`config.mk`:
```
export PLATFORM = sky130hd
export DESIGN_NAME = dma_chan_regs
export DESIGN_NICKNAME = d
export VERILOG_FILES = /design/src/rtl/dma_regs_pkg.sv /design/src/rtl/dma_reg_dec.sv /design/src/rtl/dma_chan_slot.sv /design/src/rtl/dma_chan_regs.sv
export SDC_FILE = /design/constraint.sdc
export NUM_CORES = 1
export LEC_CHECK = 0
export ABC_AREA = 1
export BUFFER_PORTS_ARGS = -buffer_cell sky130_fd_sc_hd__buf_2
export CORE_ASPECT_RATIO = 1.75
export CORE_UTILIZATION = 25
export DETAILED_ROUTE_END_ITERATION = 12
export PLACE_DENSITY = 0.46
export SETUP_SLACK_MARGIN = 0.1
export SYNTH_ARGS = -nofsm -noshare
export SYNTH_HDL_FRONTEND = slang
export SYNTH_SLANG_ARGS = --single-unit
```
`constraint.sdc`:
```
create_clock -name clk_i -period 3.82 [get_ports clk_i]
set_input_delay 0.382 -clock clk_i [delete_from_list [all_inputs] [get_ports clk_i]]
set_output_delay 0.382 -clock clk_i [all_outputs]
set_load 0.1 [all_outputs]
```
`src/rtl/dma_regs_pkg.sv`:
```
package dma_regs_pkg;
  localparam int DATA_W = 32;
  localparam int CNT_W  = 24;
  localparam int CTL_W  = 16;
  localparam int OP_W   = 16;

  localparam int CTL_DE = 0;
  localparam int CTL_TE = 1;
  localparam int CTL_IE = 2;

  typedef enum logic [1:0] {
    REG_SRC = 2'd0,
    REG_DST = 2'd1,
    REG_CNT = 2'd2,
    REG_CTL = 2'd3
  } reg_sel_e;
endpackage

```
`src/rtl/dma_reg_dec.sv`:
```
module dma_reg_dec
  import dma_regs_pkg::*;
#(
  parameter int NUM_CH   = 4,
  parameter int ADDR_W   = 7,
  parameter int GLOB_OFS = NUM_CH * 16,
  localparam int IDX_W   = ADDR_W - 4
) (
  input  logic [ADDR_W-1:0] addr_i,
  output logic [NUM_CH-1:0] chan_hit_o,
  output reg_sel_e          reg_sel_o,
  output logic              glob_hit_o
);
  logic             aligned;
  logic [IDX_W-1:0] idx;

  assign aligned    = (addr_i[1:0] == 2'b00);
  assign idx        = addr_i[ADDR_W-1:4];
  assign reg_sel_o  = reg_sel_e'(addr_i[3:2]);
  assign glob_hit_o = (addr_i == ADDR_W'(GLOB_OFS));

  for (genvar n = 0; n < NUM_CH; n++) begin : g_hit
    assign chan_hit_o[n] = aligned && (idx == IDX_W'(n));
  end
endmodule

```
`src/rtl/dma_chan_slot.sv`:
```
module dma_chan_slot
  import dma_regs_pkg::*;
(
  input  logic              clk_i,
  input  logic              rst_ni,
  input  logic [3:0]        wr_sel_i,
  input  logic [DATA_W-1:0] wdata_i,
  input  logic              upd_i,
  input  logic              upd_end_i,
  input  logic [DATA_W-1:0] upd_src_i,
  input  logic [DATA_W-1:0] upd_dst_i,
  input  logic [CNT_W-1:0]  upd_cnt_i,
  output logic [DATA_W-1:0] src_o,
  output logic [DATA_W-1:0] dst_o,
  output logic [CNT_W-1:0]  cnt_o,
  output logic [CTL_W-1:0]  ctl_o
);
  logic [CTL_W-1:0] ctl_d;

  // engine end flag overrides a simultaneous bus write of the control word
  always_comb begin
    ctl_d = wr_sel_i[REG_CTL] ? wdata_i[CTL_W-1:0] : ctl_o;
    if (upd_i && upd_end_i) ctl_d[CTL_TE] = 1'b1;
  end

  always_ff @(posedge clk_i or negedge rst_ni) begin
    if (!rst_ni) begin
      src_o <= '0;
      dst_o <= '0;
      cnt_o <= '0;
      ctl_o <= '0;
    end else begin
      ctl_o <= ctl_d;
      if (upd_i) begin
        src_o <= upd_src_i;
        dst_o <= upd_dst_i;
        cnt_o <= upd_cnt_i;
      end else begin
        if (wr_sel_i[REG_SRC]) src_o <= wdata_i;
        if (wr_sel_i[REG_DST]) dst_o <= wdata_i;
        if (wr_sel_i[REG_CNT]) cnt_o <= wdata_i[CNT_W-1:0];
      end
    end
  end
endmodule

```
`src/rtl/dma_chan_regs.sv`:
```
module dma_chan_regs
  import dma_regs_pkg::*;
#(
  parameter int NUM_CH   = 4,
  parameter int ADDR_W   = 7,
  parameter int GLOB_OFS = NUM_CH * 16,
  localparam int CH_W    = (NUM_CH > 1) ? $clog2(NUM_CH) : 1
) (
  input  logic              clk_i,
  input  logic              rst_ni,
  input  logic              bus_we_i,
  input  logic [ADDR_W-1:0] bus_addr_i,
  input  logic [31:0]       bus_wdata_i,
  output logic [31:0]       rd_data_o,
  input  logic              upd_valid_i,
  input  logic [CH_W-1:0]   upd_chan_i,
  input  logic [31:0]       upd_src_i,
  input  logic [31:0]       upd_dst_i,
  input  logic [23:0]       upd_cnt_i,
  input  logic              upd_end_i,
  output logic [NUM_CH-1:0] chan_en_o,
  output logic              glob_en_o,
  output logic [NUM_CH-1:0] irq_o
);
  logic [NUM_CH-1:0] chan_hit;
  reg_sel_e          reg_sel;
  logic              glob_hit;
  logic [OP_W-1:0]   op_q;

  logic [DATA_W-1:0] src [NUM_CH];
  logic [DATA_W-1:0] dst [NUM_CH];
  logic [CNT_W-1:0]  cnt [NUM_CH];
  logic [CTL_W-1:0]  ctl [NUM_CH];

  dma_reg_dec #(
    .NUM_CH  (NUM_CH),
    .ADDR_W  (ADDR_W),
    .GLOB_OFS(GLOB_OFS)
  ) i_dec (
    .addr_i    (bus_addr_i),
    .chan_hit_o(chan_hit),
    .reg_sel_o (reg_sel),
    .glob_hit_o(glob_hit)
  );

  for (genvar n = 0; n < NUM_CH; n++) begin : g_ch
    logic [3:0] wr_sel;
    logic       upd_hit;

    for (genvar k = 0; k < 4; k++) begin : g_sel
      assign wr_sel[k] = bus_we_i && chan_hit[n] && (reg_sel == reg_sel_e'(k));
    end
    assign upd_hit = upd_valid_i && (upd_chan_i == CH_W'(n));

    dma_chan_slot i_slot (
      .clk_i    (clk_i),
      .rst_ni   (rst_ni),
      .wr_sel_i (wr_sel),
      .wdata_i  (bus_wdata_i),
      .upd_i    (upd_hit),
      .upd_end_i(upd_end_i),
      .upd_src_i(upd_src_i),
      .upd_dst_i(upd_dst_i),
      .upd_cnt_i(upd_cnt_i),
      .src_o    (src[n]),
      .dst_o    (dst[n]),
      .cnt_o    (cnt[n]),
      .ctl_o    (ctl[n])
    );

    assign chan_en_o[n] = ctl[n][CTL_DE] && !ctl[n][CTL_TE];
    assign irq_o[n]     = ctl[n][CTL_IE] && ctl[n][CTL_TE];
  end

  always_ff @(posedge clk_i or negedge rst_ni) begin
    if (!rst_ni)                   op_q <= '0;
    else if (bus_we_i && glob_hit) op_q <= bus_wdata_i[OP_W-1:0];
  end

  assign glob_en_o = (op_q[2:0] == 3'b001);

  always_comb begin
    rd_data_o = '0;
    if (glob_hit) rd_data_o = {{(DATA_W-OP_W){1'b0}}, op_q};
    for (int n = 0; n < NUM_CH; n++) begin
      if (chan_hit[n]) begin
        unique case (reg_sel)
          REG_SRC: rd_data_o = src[n];
          REG_DST: rd_data_o = dst[n];
          REG_CNT: rd_data_o = {{(DATA_W-CNT_W){1'b0}}, cnt[n]};
          REG_CTL: rd_data_o = {{(DATA_W-CTL_W){1'b0}}, ctl[n]};
        endcase
      end
    end
  end
endmodule

```
==> results of run 1 <==
-- per-stage QoR --
stage / cell area [um2] / worst slack [ns]
final: 27500 / 0.840
after global routing: 27500 / 0.724
after CTS: 27500 / 0.873
after detailed placement: 25600 / 0.874
after global placement: 25600 / 0.861
after floorplan: 23300 / 0.846
-- power groups by stage --
stage                     Sequential (uW)  Combinational, uW  Clock [uW]
final                                5690               2100        4950
after global routing                 5770               2360        5180
after CTS                            5680               2110        5050
after detailed placement             5770               2080           0
after global placement               5750               2060           0
after floorplan                      5640               1350           0
-- worst max path at each step --
| stage | from | end | depth (start not counted) |
|---|---|---|---|
| 2_1_floorplan | op_q[2]$_DFFE_PN0P_ | glob_en_o | 1 |
| 3_3_place_gp | bus_addr_i[2] | rd_data_o[14] | 11 |
| 3_5_place_dp | bus_addr_i[2] | rd_data_o[14] | 11 |
| 4_1_cts | bus_addr_i[2] | rd_data_o[14] | 11 |
| 5_1_grt | bus_addr_i[3] | rd_data_o[14] | 11 |
| 6_report | bus_addr_i[2] | rd_data_o[14] | 11 |
-- logic make-up after synthesis --
logic type             after synthesis
flip-flops                         432
AND/OR/NAND/NOR                   2002
AO/OA/AOI/OAI                      450
buffers and inverters              440
-- cell usage after synthesis, drive strengths merged, types with 3 or more instances --
cell type / instances / area share
buf: 123 / 0.028
nand2: 1355 / 0.22
or2: 3 / 0.00081
o211ai: 13 / 0.0042
clkbuf: 93 / 0.015
a21oi: 6 / 0.0013
o21ai: 409 / 0.088
nand4: 60 / 0.016
a22o: 14 / 0.0053
dfrtp: 432 / 0.46
o22ai: 8 / 0.0021
nor2: 200 / 0.036
inv: 223 / 0.036
nand3: 379 / 0.082
-- timing repair --
| action | in CTS | in global routing |
|---|---|---|
| hold buffers | 28 | 0 |
| endpoints found under the hold margin | 114 | 0 |
| endpoints found under the setup margin | 0 | 0 |
| setup buffers | 0 | 0 |
-- worst register-to-register path: cells and delay by family, from the launching register on --
kind	cells	cell delay, ns
AOI/OAI and AO/OA	1	0.10
DFF	1	0.47
and+or+nand+nor	1	0.10
-- per-layer routing --
layer	share of wire	vias up	track usage
met5	0	-	0
met4	0.051	0	0.111
met3	0.053	258	0.0249
met2	0.50	872	0.414
met1	0.39	11521	0.279
li1	-	10855	-
-- area by class of cell --
type | count | area, um2 | area share
flip-flops and latches | 432 | 10800 | 0.393
multi-input cells | 2452 | 10700 | 0.390
repair buffers | 278 | 2020 | 0.0735
well taps | 1192 | 1490 | 0.0542
clock buffers | 66 | 1380 | 0.0501
inverters | 224 | 843 | 0.0307
clock inverters | 16 | 224 | 0.00815
diodes | 2 | 5.00 | 0.000182
-- flip-flops by register name, summed over array words and instances (netlist names) --
signal / flops
g_ch.i_slot.dst_o: 128
g_ch.i_slot.src_o: 128
g_ch.i_slot.cnt_o: 96
g_ch.i_slot.ctl_o: 64
op_q: 16
==> out/results.tsv, run 1 <==
metric	value	unit
final.fill_count	10261	
wl	109000	um
yosys_warnings	0	
crit_path_top_delay_cell	buf_2	
syn-num-nets	3458	
cap_violations	0	
grt_pass1_wl	160000	um
die_h	406	um
relSlewSlack	0.387	
drive_gt1_frac	0.108	
end_kind	primary output	
synth_seq_area_share	0.464	
path_cells	buf_2 > nand2_1 > inv_2 > buf_12 > nand2_1 > nand3_1 > o21ai_0 > nor2_1 > nor2_1 > nand2_1 > buf_2	
boundaryPins	175	
holdPathEnd	g_ch[1].i_slot.cnt_o[5]$_DFFE_PN0P_	
cp-start-kind	primary input	
finalCriticalPeriod	2.98	ns
drcViolationCount	0	
synth_top_family_by_area	simple AND/OR/NAND/NOR gates	
synth_cells	3324	
design.core.area	0.0920	mm2
period_share	0.780	
fin_nets	3568	
htree_levels	2	
setup_viol	0	
status	finished, final reports clean	
mostFrequentLayoutCells	nand2_1 (1,339), dfrtp_1 (432), o21ai_0 (396), nand3_1 (374), inv_1 (214)	
start_util	0.253	
tightest_slew	0.920	ns
slew_viol_final	0	
sw_frac_of_total	0.307	
hold_violations	0	
skew	0	ns
firstDrtPassIters	5	
grt_max_degree	149	
r2r-end	g_ch[0].i_slot.ctl_o[1]$_DFFE_PN0P_	
cts_buffer_depth	3	
overflow	0	
synthSimpleGateAreaFrac	0.356	
hold_path.class	primary input to register	
synth_edf_count	0	
first_iter_violations	2040	
area_delta_synth_final	18.0	%
synthArstFlopShare	1.00	
crit_type	primary input to primary output	
path_max_fanout	29	
port_buffers	174	
reg2reg_depth	2	
place_inst	4550	
p_total	12700	uW
required	3.44	ns
ys_types	30	
crit_path_max_incr_delay	0.43	ns
routabilityCongestion	0.861	
synth_flop_cell	dfrtp_1	
combPwrFrac	0.165	
p_leak	0.0139	uW
p_per_area	463	mW/mm2
rrSetupSlack	3.01	ns
final_common_cell	nand2_1	
min_from	upd_cnt_i[5]	
root_buffer	clkbuf_16	
cts_resized	0	
syn-mean-instance-area	7.01	um2
path_buf_inv	4	
grt.total_usage	0.233	
path_clk_slew	0.07	ns
netlist_area	0.0233	mm2
synth_fa_ha_area_frac	0	
synthXorXnorAreaFrac	0	
die_area	0.0945	mm2
worstPathArrival	2.60	ns
vdd_ir_drop_max	0.000296	V
cpLargestDelayFamily	buffers and inverters	
numClockSinks	432	
min_path_cells	3	
dp_hpwl	69100	um
grt_pass1_vias	23680	
vias_per_cell	5.04	
rows	147	
timing.hold.ws	0.0220	ns
fin_cells	4662	
final_core_util	0.299	
numCtsBuffers	46	
r2r_start	g_ch[0].i_slot.ctl_o[1]$_DFFE_PN0P_	
die_x	233	um
power_switching	3900	uW
timing.fmax	0.336	GHz
insertion_delay	0.61	ns
dr_total_vias	23506	
p_int	8830	uW
rsz0062_at_grt	no	
finalSetupTns	0	ns
power_frac_seq	0.447	
ant_nets	0	
ys_seq_elements	432	
synth_compound_area_frac	0.101	
grt_antenna_before_repair	3	
synth.area.mux_share	0	
cpMostUsedCell	nand2_1	
cts_tree	built	
wire_per_inst	23.5	um
p_clk_frac	0.389	
No activity file was read; power rests on OpenSTA's default activity.
==> run 2: changes to the inputs <==
clock period = 2.9 ns   (was 3.82 ns; I/O delays follow)
==> run 2 against run 1 <==
  * Sequential power grew 31%
  * Global-route usage shrank 0.30 points
  * Non-clock buffer count grew 80
  * Die area did not move
  * Sequential share of layout area decreased by 1.5 points
  * Clock power increased by 26%
  * Combinational power grew 37%
  * Largest power group unchanged
  * Highest routed layer is now met5
==> out/results.tsv, run 2 (synthesis gave the netlist of run 1 again) <==
metric	value	unit	change
status	finished, final reports clean		
setup_viol	0		unchanged
cp-start-kind	primary input		
boundaryPins	175		unchanged
first_iter_violations	1773		-13%
overflow	0		unchanged
sw_frac_of_total	0.310		+0.00338
path_clk_slew	0.07	ns	about the same
cpLargestDelayFamily	buffers and inverters		
grt_pass1_vias	23462		-0.92%
startpoint	bus_addr_i[3]		
worstPathArrival	2.31	ns	-0.29 ns
p_per_area	580	mW/mm2	+25%
dr_total_vias	23631		+0.53%
numCtsBuffers	46		unchanged
grt_pass1_wl	158000	um	-1.3%
cts_setup_buffers	0		unchanged
wl	109000	um	-0.76%
dr.max_layer_used	met5		
insertion_delay	0.60	ns	about the same
path_max_fanout	43		+48%
routabilityCongestion	0.856		-0.67%
crit_cells	9		-2
final.fill_count	10139		-1.2%
relSlewSlack	0.216		-0.171
path_buf_inv	4		unchanged
htree_levels	2		unchanged
reg2reg_depth	2		unchanged
cts_buffer_depth	3		unchanged
root_buffer	clkbuf_16		
vias_per_cell	4.98		-1.2%
cap_violations	0		unchanged
port_buffers	174		unchanged
wire_per_inst	22.9	um	-2.4%
r2r-end	g_ch[0].i_slot.ctl_o[2]$_DFFE_PN0P_		
die_x	233	um	unchanged
period_share	0.895		
rsz0062_at_grt	no		
combPwrFrac	0.173		+0.008
timing.fmax	0.385	GHz	
finalCriticalPeriod	2.60	ns	
mostFrequentLayoutCells	nand2_1 (1,339), dfrtp_1 (432), o21ai_0 (396), nand3_1 (374), inv_1 (214)		
crit_path_top_delay_cell	buf_2		
finalSetupTns	0	ns	unchanged
start_util	0.253		unchanged
p_total	16600	uW	+30%
drcViolationCount	0		unchanged
worstSetupEndpoint	rd_data_o[12]		
hold_violations	0		unchanged
r2r_start	g_ch[0].i_slot.ctl_o[2]$_DFFE_PN0P_		
die_area	0.0945	mm2	unchanged
cts_tree	built		
p_leak	0.0143	uW	+2.9%
crit_path_max_incr_delay	0.45	ns	+0.02 ns
crit_type	primary input to primary output		
design.core.area	0.0920	mm2	unchanged
route.met2.wl	53400	um	-2.7%
path_cells	buf_2 > inv_2 > nor2_4 > buf_12 > nand2_1 > nand4_1 > nand2_1 > nand4_1 > buf_2		
final_common_cell	nand2_1		
numClockSinks	432		unchanged
wl_met1	44800	um	+3.7%
reg_top3	g_ch.i_slot.dst_o x128, g_ch.i_slot.src_o x128, g_ch.i_slot.cnt_o x96		
grt_antenna_before_repair	2		-1
route.met3.wl	5580	um	-3.0%
vdd_ir_drop_max	0.000404	V	+37%
skew	0	ns	unchanged
end_kind	primary output		
tightest_slew	1.17	ns	+0.253 ns
p_int	11400	uW	+30%
drive_gt1_frac	0.109		+0.00177
grt_max_degree	105		-30%
slew_viol_final	0		unchanged
power_frac_seq	0.451		+0.004
p_clk_frac	0.377		-0.012
rows	147		unchanged
fin_nets	3648		+2.2%
ant_nets	0		unchanged
grt.total_usage	0.230		-0.00299
power_switching	5140	uW	+32%
firstDrtPassIters	6		+1
area_delta_synth_final	22.7	%	
die_h	406	um	unchanged
dp_hpwl	69800	um	+1.0%
rrSetupSlack	2.10	ns	-0.91 ns
required	2.61	ns	-0.83 ns
hold_path.class	primary input to register		
run 2: worst reg2reg max path, stage by stage (launching register included):
cell	delay [ns]
dfrtp_1	0.47
nand2_1	0.10
o21ai_0	0.09
run 2: final cells by class:
type / instances / area (um2) / area share
clock inverters: 15 / 190 / 0.00665
diodes: 1 / 2.50 / 0.0000875
well taps: 1192 / 1490 / 0.0522
clock buffers: 68 / 1330 / 0.0467
flip-flops and latches: 432 / 10800 / 0.378
repair buffers: 358 / 3190 / 0.112
inverters: 224 / 843 / 0.0295
multi-input cells: 2452 / 10700 / 0.375
run 2: what timing repair did:
action / CTS / global route
endpoints found under the setup margin: 0 / 0
gates resized for setup: 0 / 0
endpoints found under the hold margin: 272 / 0
hold buffers: 88 / 0
run 2: power groups by stage:
stage          Clock (uW)  Combinational, uW  Sequential [uW]
5_1_grt              6540               3220             7580
4_1_cts              6370               2890             7470
3_5_place_dp            0               2780             7580
3_3_place_gp            0               2760             7570
2_1_floorplan           0               1780             7420
6_report             6250               2870             7470
run 2: worst min-delay path by stage:
| stage | from | end | cells past startpoint |
|---|---|---|---|
| after detailed placement | rst_ni | g_ch[1].i_slot.dst_o[27]$_DFFE_PN0P_ | 1 |
| after global routing | upd_dst_i[14] | g_ch[1].i_slot.dst_o[14]$_DFFE_PN0P_ | 3 |
| final | upd_end_i | g_ch[0].i_slot.ctl_o[1]$_DFFE_PN0P_ | 3 |
| after global placement | rst_ni | g_ch[1].i_slot.dst_o[27]$_DFFE_PN0P_ | 1 |
| after CTS | upd_dst_i[14] | g_ch[1].i_slot.dst_o[14]$_DFFE_PN0P_ | 3 |
| after floorplan | rst_ni | g_ch[0].i_slot.cnt_o[0]$_DFFE_PN0P_ | 0 |
run 2: layer usage:
layer / up-vias / GRT usage
met2: 822 / 0.402
met5: - / 0
met3: 217 / 0.0247
li1: 11002 / -
met1: 11588 / 0.286
met4: 2 / 0.0961
run 2: through the flow:
stage	area (um2)	cells	setup WS, ns	utilization	hold slack (ns)
CTS	28600	4741	0.311	0.311	0.00308
global placement	26200	4570	0.367	0.285	0.217
detailed placement	26200	4570	0.316	0.285	0.221
floorplan	23300	3324	0.119	-	-0.00559
finish	28600	4742	0.303	0.311	0.0558
global route	28600	4741	0.171	0.311	0.0226
==> run 3: changes to the inputs <==
ABC_AREA = not set   (was 1)
clock period = 3.15 ns   (was 2.9 ns; I/O delays follow)
==> run 3 against run 2 <==
  * Final cell count shrank 27%
  * Register-to-register slack gained 0.24 ns
  * Critical endpoint is now rd_data_o[1]
  * Global-route usage shrank 5.1 points
  * Synthesized cell count shrank 36%
  * Highest routed layer unchanged
==> out/results.tsv, run 3 <==
metric	value	unit	change
port_buffers	174		unchanged
grt_max_degree	178		+70%
crit_path_top_delay_cell	or4b_2		
skew	0	ns	unchanged
path_max_fanout	5		-88%
vias_per_cell	5.02		+0.68%
netlist_area	0.0230	mm2	-1.2%
fin_nets	2387		-35%
cts_resized	0		unchanged
htree_levels	2		unchanged
numCtsBuffers	43		-6.5%
setup_viol	0		unchanged
worstPathArrival	2.47	ns	+0.16 ns
cts_buffer_depth	3		unchanged
synth_cells	2143		-36%
syn-mean-instance-area	10.7	um2	+53%
synthXorXnorAreaFrac	0		unchanged
drcViolationCount	0		unchanged
area_delta_synth_final	20.8	%	
timing.hold.ws	0.0230	ns	-0.0328 ns
synth.area.mux_share	0.288		+0.288
sw_frac_of_total	0.286		-0.0243
reg_top3	g_ch.i_slot.dst_o x128, g_ch.i_slot.src_o x128, g_ch.i_slot.cnt_o x96		
start_util	0.254		about the same
firstDrtPassIters	5		-1
p_clk_frac	0.358		-0.019
path_cells	buf_2 > or4b_2 > nor2_2 > buf_4 > a221oi_1 > o22ai_1 > buf_12		
tightest_slew	1.01	ns	-0.167 ns
synth_edf_count	0		unchanged
p_per_area	532	mW/mm2	-8.2%
synth_area_leader_cell	dfrtp_1		
end_kind	primary output		
ys_types	49		+63%
relSlewSlack	0.330		+0.113
die_area	0.0933	mm2	-1.2%
cp-start-kind	primary input		
p_leak	0.0132	uW	-8.2%
boundaryPins	175		unchanged
hold_violations	0		unchanged
synth_area_leaders	dfrtp_1 (47%), mux2i_1 (18%), mux4_2 (6.2%)		
combPwrFrac	0.178		+0.005
routabilityCongestion	0.786		-8.1%
die_h	403	um	-0.60%
synth_fa_ha_area_frac	0		unchanged
design.core.area	0.0908	mm2	-1.3%
yosys_warnings	0		unchanged
crit_type	primary input to primary output		
dp_hpwl	55400	um	-21%
required	2.83	ns	+0.22 ns
cts_setup_buffers	0		unchanged
ys_seq_elements	432		unchanged
syn-num-nets	2277		-34%
power_frac_seq	0.463		+0.012
insertion_delay	0.57	ns	-0.03 ns
rsz0062_at_grt	no		
grt_pass1_vias	18470		-21%
root_buffer	clkbuf_16		
numClockSinks	432		unchanged
power_switching	4230	uW	-18%
hold_path.class	primary input to register		
synthArstFlopShare	1.00		unchanged
rrSetupSlack	2.34	ns	+0.24 ns
wire_per_inst	24.1	um	+5.4%
vdd_ir_drop_max	0.000341	V	-16%
dr_total_vias	17420		-26%
crit_path_max_incr_delay	0.72	ns	+0.27 ns
overflow	0		unchanged
final_common_cell	dfrtp_1		
first_iter_violations	1098		-38%
slew_viol_final	0		unchanged
finalCriticalPeriod	2.78	ns	
grt.total_usage	0.180		-0.0506
path_clk_slew	0.06	ns	about the same
timing.fmax	0.360	GHz	
synth.most_common_cell	dfrtp_1		
drive_gt1_frac	0.224		+0.115
mostFrequentLayoutCells	dfrtp_1 (432), mux2i_1 (411), nand2_1 (195), nor2_1 (194), o21ai_0 (183)		
wl	83800	um	-23%
yosysTopAreaCellShare	0.470		+0.00567
rows	146		-0.68%
ant_nets	0		unchanged
status	finished, final reports clean		
synth_compound_area_frac	0.117		+0.0161
synth_commonest_cells	dfrtp_1 (432), mux2i_1 (411), nor2_1 (196)		
holdBufCountCts	31		-65%
synth_top_family_by_area	multiplexers		
p_int	10600	uW	-7.6%
synth_flop_cell	dfrtp_1		
cts_tree	built		
cap_violations	0		unchanged
die_x	231	um	-0.60%
grt_antenna_before_repair	15		+13
finalSetupTns	0	ns	unchanged
synthSimpleGateAreaFrac	0.0803		-0.276
synth_seq_area_share	0.470		+0.00567
period_share	0.883		
grt_pass1_wl	125000	um	-21%
run 3: cell count changes after synthesis, moves of 183 or more:
cell and delta:
nand3_1 -366, inv_1 -214, a21oi_1 +183, o21ai_0 -213, nand2_1 -1152, mux2i_1 +411
run 3: kinds of logic after synthesis:
| kind of cell | Yosys count |
|---|---|
| mux | 565 |
| buf+inv | 224 |
| flops | 432 |
| simple gates | 442 |
| compound gates | 480 |
run 3: critical path, delay by kind of cell:
family / cells / cell delay [ns]
simple gates: 2 / 1.00
buf+inv: 3 / 0.60
compound gates: 2 / 0.54
run 3: final timing paths:
check / startpoint / endpoint / cells after the start
max: bus_addr_i[1] / rd_data_o[1] / 7
min: upd_src_i[8] / g_ch[0].i_slot.src_o[8]$_DFFE_PN0P_ / 3
max reg2reg: g_ch[0].i_slot.src_o[6]$_DFFE_PN0P_ / g_ch[0].i_slot.src_o[6]$_DFFE_PN0P_ / 2
min reg2reg: g_ch[1].i_slot.ctl_o[10]$_DFFE_PN0P_ / g_ch[1].i_slot.ctl_o[10]$_DFFE_PN0P_ / 1
max in group asynchronous: rst_ni / g_ch[0].i_slot.src_o[0]$_DFFE_PN0P_ / 3
min in group asynchronous: rst_ni / g_ch[0].i_slot.cnt_o[8]$_DFFE_PN0P_ / 2
run 3: final cells by class:
type,count,area [um2]
flip-flops and latches,432,10800
clock inverters,8,93.8
well taps,1184,1480
diodes,3,7.51
inverters,4,15.0
clock buffers,69,1300
fillers,9252,63000
multi-input cells,1487,11500
repair buffers,285,2650
run 3: metal layers:
metal	vias up	GRT usage	wire length, um
met5	-	0	99
met4	18	0.0641	2960
met3	151	0.0250	3300
met2	416	0.323	43300
met1	8953	0.216	34100
li1	7882	-	-
run 3: power groups by stage:
stage	Sequential (uW)	Clock (uW)	Combinational, uW
5_1_grt	6960	5630	2910
6_report	6860	5300	2640
2_1_floorplan	6790	0	1800
3_3_place_gp	6910	0	2580
3_5_place_dp	6960	0	2650
4_1_cts	6860	5480	2680
run 3: metrics by stage:
stage | worst slack [ns] | cells | utilization | power, uW | area [um2]
after floorplan | -0.0518 | 2143 | - | 8590 | 23200
after global routing | 0.353 | 3471 | 0.306 | 15500 | 27800
after CTS | 0.363 | 3469 | 0.306 | 15000 | 27800
final | 0.370 | 3472 | 0.306 | 14800 | 27800
after global placement | 0.369 | 3361 | 0.287 | 9490 | 26100
after detailed placement | 0.375 | 3361 | 0.287 | 9610 | 26100
